--- config.mk ---
export PLATFORM = sky130hd
export DESIGN_NAME = qos_tag_unit
export DESIGN_NICKNAME = d
export VERILOG_FILES = /design/src/rtl/qos_tag_pkg.sv /design/src/rtl/qos_idreg.sv /design/src/rtl/qos_width_chk.sv /design/src/rtl/qos_tag_sel.sv /design/src/rtl/qos_tag_unit.sv
export SDC_FILE = /design/constraint.sdc
export NUM_CORES = 1
export LEC_CHECK = 0
export ABC_AREA = 1
export ABC_CLOCK_PERIOD_IN_PS = 1900
export BUFFER_PORTS_ARGS = -buffer_cell sky130_fd_sc_hd__buf_2
export CAP_MARGIN = 20
export CORE_UTILIZATION = 30
export CTS_BUF_LIST = sky130_fd_sc_hd__clkbuf_4 sky130_fd_sc_hd__clkbuf_8 sky130_fd_sc_hd__clkbuf_16
export CTS_CLUSTER_DIAMETER = 200
export DETAILED_ROUTE_END_ITERATION = 12
export SKIP_LAST_GASP = 1
export SLEW_MARGIN = 25
export SYNTH_ARGS = -nofsm -noshare
export SYNTH_HDL_FRONTEND = slang
export SYNTH_HIERARCHICAL = 1
export SYNTH_SLANG_ARGS = --single-unit
--- constraint.sdc ---
create_clock -name clk -period 1.9 [get_ports clk]
set_input_delay 0.57 -clock clk [delete_from_list [all_inputs] [get_ports clk]]
set_output_delay 0.57 -clock clk [all_outputs]
set_load 0.005 [all_outputs]
--- src/rtl/qos_tag_pkg.sv ---
package qos_tag_pkg;

    localparam int unsigned FIELD_W   = 12;
    localparam logic [11:0] CAUSE_DDT_MISCONF = 12'd259;

    typedef enum logic [3:0] {
        K_DDT     = 4'd0,
        K_FQ      = 4'd1,
        K_CQ      = 4'd2,
        K_PQ      = 4'd3,
        K_OWN_MSI = 4'd4,
        K_PDT     = 4'd5,
        K_S2PT    = 4'd6,
        K_S1PT    = 4'd7,
        K_MSIPT   = 4'd8,
        K_MRIF    = 4'd9,
        K_DEV     = 4'd10
    } req_kind_e;

    function automatic logic kind_uses_ctx(input logic [3:0] k);
        return (k >= K_PDT) && (k <= K_DEV);
    endfunction

endpackage

--- src/rtl/qos_idreg.sv ---
module qos_idreg #(
    parameter int unsigned ADDR_W   = 12,
    parameter int unsigned REG_ADDR = 624,
    parameter int unsigned RCID_W   = 8,
    parameter int unsigned MCID_W   = 6
) (
    input  logic              clk,
    input  logic              rst_n,
    input  logic              wr_en,
    input  logic [ADDR_W-1:0] addr,
    input  logic [31:0]       wdata,
    output logic [31:0]       rdata,
    output logic [RCID_W-1:0] rcid,
    output logic [MCID_W-1:0] mcid
);
    localparam logic [ADDR_W-1:0] HIT_ADDR = ADDR_W'(REG_ADDR);

    typedef struct packed {
        logic [RCID_W-1:0] rcid;
        logic [MCID_W-1:0] mcid;
    } idreg_t;

    idreg_t st_d, st_q;
    logic   hit;

    always_comb begin
        hit  = (addr == HIT_ADDR);
        st_d = st_q;
        if (wr_en && hit) begin
            st_d.rcid = wdata[RCID_W-1:0];
            st_d.mcid = wdata[16 +: MCID_W];
        end
        rdata = '0;
        if (hit) begin
            rdata[RCID_W-1:0]   = st_q.rcid;
            rdata[16 +: MCID_W] = st_q.mcid;
        end
    end

    always_ff @(posedge clk or negedge rst_n) begin
        if (!rst_n) st_q <= '0;
        else        st_q <= st_d;
    end

    assign rcid = st_q.rcid;
    assign mcid = st_q.mcid;

    AST_WRITE_STORES: assert property (@(posedge clk) disable iff (!rst_n)
        (wr_en && addr == HIT_ADDR) |=> (rcid == $past(wdata[RCID_W-1:0]))) else $error("write lost");
    AST_MISS_HOLDS: assert property (@(posedge clk) disable iff (!rst_n)
        (addr != HIT_ADDR) |=> $stable(rcid) && $stable(mcid)) else $error("stray write");
    AST_WPRI_ZERO: assert property (@(posedge clk) disable iff (!rst_n)
        (rdata[15:12] == 4'd0) && (rdata[31:28] == 4'd0)) else $error("reserved bits set");

endmodule

--- src/rtl/qos_width_chk.sv ---
module qos_width_chk #(
    parameter int unsigned ID_W   = 12,
    parameter int unsigned IMPL_W = 8
) (
    input  logic [ID_W-1:0] id,
    output logic            fits
);
    generate
        if (IMPL_W >= ID_W) begin : g_full
            assign fits = 1'b1;
        end else begin : g_part
            assign fits = (id[ID_W-1:IMPL_W] == '0);
        end
    endgenerate
endmodule

--- src/rtl/qos_tag_sel.sv ---
module qos_tag_sel
    import qos_tag_pkg::*;
#(
    parameter int unsigned ID_W   = 12,
    parameter int unsigned RCID_W = 8,
    parameter int unsigned MCID_W = 6,
    parameter bit          QOS_EN = 1'b1
) (
    input  logic [3:0]        kind,
    input  logic              bare,
    input  logic              dc_valid,
    input  logic [ID_W-1:0]   dc_rcid,
    input  logic [ID_W-1:0]   dc_mcid,
    input  logic              rcid_fits,
    input  logic              mcid_fits,
    input  logic [RCID_W-1:0] g_rcid,
    input  logic [MCID_W-1:0] g_mcid,
    output logic [ID_W-1:0]   sel_rcid,
    output logic [ID_W-1:0]   sel_mcid,
    output logic              misconf
);
    logic use_ctx;

    always_comb begin
        use_ctx  = !bare && kind_uses_ctx(kind);
        sel_rcid = '0;
        sel_mcid = '0;
        if (use_ctx) begin
            sel_rcid[RCID_W-1:0] = dc_rcid[RCID_W-1:0];
            sel_mcid[MCID_W-1:0] = dc_mcid[MCID_W-1:0];
        end else begin
            sel_rcid[RCID_W-1:0] = g_rcid;
            sel_mcid[MCID_W-1:0] = g_mcid;
        end
        misconf = QOS_EN && use_ctx && dc_valid && !(rcid_fits && mcid_fits);
    end
endmodule

--- src/rtl/qos_tag_unit.sv ---
module qos_tag_unit
    import qos_tag_pkg::*;
#(
    parameter int unsigned ADDR_W   = 12,
    parameter int unsigned REG_ADDR = 624,
    parameter int unsigned ID_W     = 12,
    parameter int unsigned RCID_W   = 8,
    parameter int unsigned MCID_W   = 6,
    parameter bit          QOS_EN   = 1'b1
) (
    input  logic              clk,
    input  logic              rst_n,
    input  logic              reg_wr_en,
    input  logic [ADDR_W-1:0] reg_addr,
    input  logic [31:0]       reg_wdata,
    output logic [31:0]       reg_rdata,
    output logic              cap_qosid,
    input  logic              req_valid,
    input  logic [3:0]        req_kind,
    input  logic              bare_mode,
    input  logic              dc_valid,
    input  logic [ID_W-1:0]   dc_rcid,
    input  logic [ID_W-1:0]   dc_mcid,
    output logic              tag_valid,
    output logic [ID_W-1:0]   tag_rcid,
    output logic [ID_W-1:0]   tag_mcid,
    output logic              fault_valid,
    output logic [11:0]       fault_cause
);
    typedef struct packed {
        logic            tv;
        logic [ID_W-1:0] rcid;
        logic [ID_W-1:0] mcid;
        logic            fv;
        logic [11:0]     cause;
    } out_t;

    logic [RCID_W-1:0] g_rcid;
    logic [MCID_W-1:0] g_mcid;
    logic              rcid_fits, mcid_fits, misconf;
    logic [ID_W-1:0]   sel_rcid, sel_mcid;
    out_t              out_d, out_q;

    qos_idreg #(.ADDR_W(ADDR_W), .REG_ADDR(REG_ADDR), .RCID_W(RCID_W), .MCID_W(MCID_W)) u_reg (
        .clk(clk), .rst_n(rst_n), .wr_en(reg_wr_en), .addr(reg_addr), .wdata(reg_wdata),
        .rdata(reg_rdata), .rcid(g_rcid), .mcid(g_mcid));

    qos_width_chk #(.ID_W(ID_W), .IMPL_W(RCID_W)) u_chk_r (.id(dc_rcid), .fits(rcid_fits));
    qos_width_chk #(.ID_W(ID_W), .IMPL_W(MCID_W)) u_chk_m (.id(dc_mcid), .fits(mcid_fits));

    qos_tag_sel #(.ID_W(ID_W), .RCID_W(RCID_W), .MCID_W(MCID_W), .QOS_EN(QOS_EN)) u_sel (
        .kind(req_kind), .bare(bare_mode), .dc_valid(dc_valid), .dc_rcid(dc_rcid),
        .dc_mcid(dc_mcid), .rcid_fits(rcid_fits), .mcid_fits(mcid_fits),
        .g_rcid(g_rcid), .g_mcid(g_mcid), .sel_rcid(sel_rcid), .sel_mcid(sel_mcid),
        .misconf(misconf));

    always_comb begin
        out_d = '0;
        if (req_valid) begin
            if (misconf) begin
                out_d.fv    = 1'b1;
                out_d.cause = CAUSE_DDT_MISCONF;
            end else begin
                out_d.tv   = 1'b1;
                out_d.rcid = sel_rcid;
                out_d.mcid = sel_mcid;
            end
        end
    end

    always_ff @(posedge clk or negedge rst_n) begin
        if (!rst_n) out_q <= '0;
        else        out_q <= out_d;
    end

    assign tag_valid   = out_q.tv;
    assign tag_rcid    = out_q.rcid;
    assign tag_mcid    = out_q.mcid;
    assign fault_valid = out_q.fv;
    assign fault_cause = out_q.cause;
    assign cap_qosid   = QOS_EN;

    AST_FAULT_NO_TAG: assert property (@(posedge clk) disable iff (!rst_n)
        !(fault_valid && tag_valid)) else $error("fault with tag");
    AST_FAULT_NEEDS_DC: assert property (@(posedge clk) disable iff (!rst_n)
        (req_valid && !dc_valid) |=> !fault_valid) else $error("fault without context");
    AST_GLOBAL_TAG: assert property (@(posedge clk) disable iff (!rst_n)
        (req_valid && !kind_uses_ctx(req_kind)) |=>
        (tag_valid && tag_rcid[RCID_W-1:0] == $past(g_rcid) && tag_mcid[MCID_W-1:0] == $past(g_mcid)))
        else $error("global tag wrong");
    AST_BARE_NO_FAULT: assert property (@(posedge clk) disable iff (!rst_n)
        (req_valid && bare_mode) |=> (tag_valid && !fault_valid)) else $error("bare fault");

endmodule

==> flow_summary.yaml <==
outcome:
  status: "complete, but fails checks"
  violations: "setup timing"
cells_and_area:
  multi_input_area_um2: 902
  utilization_pct: 38.2
  drive_above_1_share_pct: 34.2
  final_nets: 483
  seqCellArea_mm2: 0.00100
  diodes: 0
  layout_common_cells: "buf_2, nand2_1, inv_1"
  final.fill_count: 818
  final_common_cell: "buf_2"
  area_growth_pct: 24.3
sta:
  layout_min_cycle_time_ps: 2070
  finalHoldViolations: 0
  rsz0062_at_grt: "yes"
  slew_violations: 0
  period_share_pct: 109
  max_freq_mhz: 483
  fin_ws_ps: -169
  skew_ps: 3.46
  whs_ps: 219
  setup_violations: 14
drt:
  wl_per_cell_um: 9.41
  ant_nets: 0
  drc: 0
  dr.first_iter.drc_count: 53
  wirelength_mm: 4.78
  viasPerCell: 3.84
  dr.pass1.iters: 4
  num_vias: 1952
synthesis:
  seq_area_frac_synth_pct: 42.3
  yosysUniqueCellTypes: 22
  netlist_area_mm2: 0.00237
  syn_inst: 304
  synth_warnings: 6
  ys_ff_latch: 40
  syn_avg_cell_area_um2: 7.78
global_route:
  antenna_found_initial: 0
  grt.overflow.total: 0
  grt_pass1_vias: 1838
  grt_pass1_wl_mm: 8.14
  grt_max_degree: 22
  grt_use_total_pct: 12.5
die:
  start_util_pct: 30.8
  io_pins: 149
  fp-row-count: 32
  die_area_mm2: 0.00825
  chipHeight_um: 90.8
  die_w_um: 90.8
  design.core.area_mm2: 0.00769
clock_network:
  cts_tree: "built"
  cts_setup_buffers: 0
  cts_hold_buf: 0
  cts.path.max_buffers: 2
  cts-root-buf: "clkbuf_8"
  htreeDepth: 2
  cts_made_buffers: 5
  clkLatencyLatePin_ps: 290
  cts.clk_slew.worst_paths_ps: 80
  ctsResizeCount: 0
  clkSinkCount: 40
critical_path:
  slowest_stage: "or2_4"
  cp.required_ps: 1330
  crit_chain: "buf_2 -> or2_4 -> nor3_4 -> nand3_2 -> buf_12 -> nor2_1 -> buf_2"
  critPathBufInv: 3
  arrival_ps: 1500
  crit_top_cell: "buf_2"
  crit_path_max_incr_delay_ps: 250
  worstSetupStartpointType: "input pin"
  path_delay_family: "simple AND/OR/NAND/NOR gates"
  crit_path_end_kind: "output pin"
  cp_max_fo: 14
  crit_type: "in -> out"
flow_run:
  cap_violations: 0
power:
  leakagePower_nw: 1.70
  p_per_area_mw_per_mm2: 609
  ir_worst_vdd_uv: 276
placed_design:
  dp.final_hpwl_mm: 3.96
  portBuffers: 102
  routabilityCongestion: 0.793
  dp_slack_ps: -189
worst_hold_path:
  hp-class: "in -> async"
## stage by stage
step                      std cells  total power [mW]  cell area (µm²)  TNS (ps)
final                           508              1.79             2940     -2200
after global routing            508              1.91             2940     -3100
after global placement          500              1.12             2830     -2280
after floorplan                 338              1.07             2490         0
after CTS                       508              1.82             2940     -2430
after detailed placement        500              1.13             2830     -2430
## synth_stat cells
cell type,n,area (µm²)
or2_1,1,6.26
buf_4,44,330
nand2_1,69,259
nand3_2,1,10.0
clkbuf_1,1,3.75
nand3_1,15,75.1
buf_2,1,5.00
nor2_2,10,62.6
nand4_1,14,87.6
conb_1,4,15.0
nor2_4,2,22.5
nand3_4,1,17.5
dfrtp_1,40,1000
buf_6,5,56.3
or2_4,1,8.76
nand2_2,1,6.26
nor2_8,1,20.0
nor2_1,36,135
nand2_4,2,22.5
nor3_1,2,10.0
inv_1,52,195
nor3_4,1,16.3
## area by class of cell
| cell class | instances | area share (%) |
|---|---|---|
| sequential | 40 | 34.0 |
| multi-input combinational | 195 | 30.7 |
| timing repair buffer | 111 | 20.5 |
| inverter | 52 | 6.64 |
| tap | 102 | 4.34 |
| clock buffer | 5 | 2.34 |
| clock inverter | 3 | 1.45 |
## routing by layer
layer	vias up	GRT usage (%)	wire length [µm]
li1	1021	-	-
met1	842	13.7	1930
met2	81	22.6	2450
met3	8	3.62	306
met4	0	5.16	89
met5	-	0	0
## worst paths after layout
kind                                       end  slack, ps  cells past startpoint           from
min in group clk                fault_cause[1]        490                      3      req_valid
worst max-delay path             reg_rdata[16]       -170                      7   reg_addr[11]
worst min register to register   u_reg/mcid[5]        500                      2  u_reg/mcid[5]
max in group asynchronous        u_reg/mcid[2]       1220                      2          rst_n
worst max register to register     tag_mcid[3]       1140                      4  u_reg/mcid[3]
worst min-delay path               tag_rcid[5]        220                      1          rst_n
## worst register-to-register path, delay by kind of cell, from the launching register on
family	cells	cell delay [ps]
buffers and inverters	1	50
DFF	1	420
and+or+nand+nor	3	180
## kinds of logic after synthesis
kind of cell | after synthesis | synth area share, %
and+or+nand+nor | 157 | 32.1
DFF | 40 | 42.3
other | 4 | 0.634
buffers and inverters | 103 | 25.0
## where the power goes
group,leakage (nW),switching (mW),internal [mW]
clock network,0.0541,0.294,0.388
logic,1.10,0.131,0.0982
registers,0.545,0.00617,0.872
## registers in the layout, summed over array words and instances (netlist names)
signal	flops
fault_cause	1
tag_mcid	12
tag_rcid	12
tag_valid	1
u_reg/mcid	6
u_reg/rcid	8
Note: power is estimated with default switching activity, not from simulation.
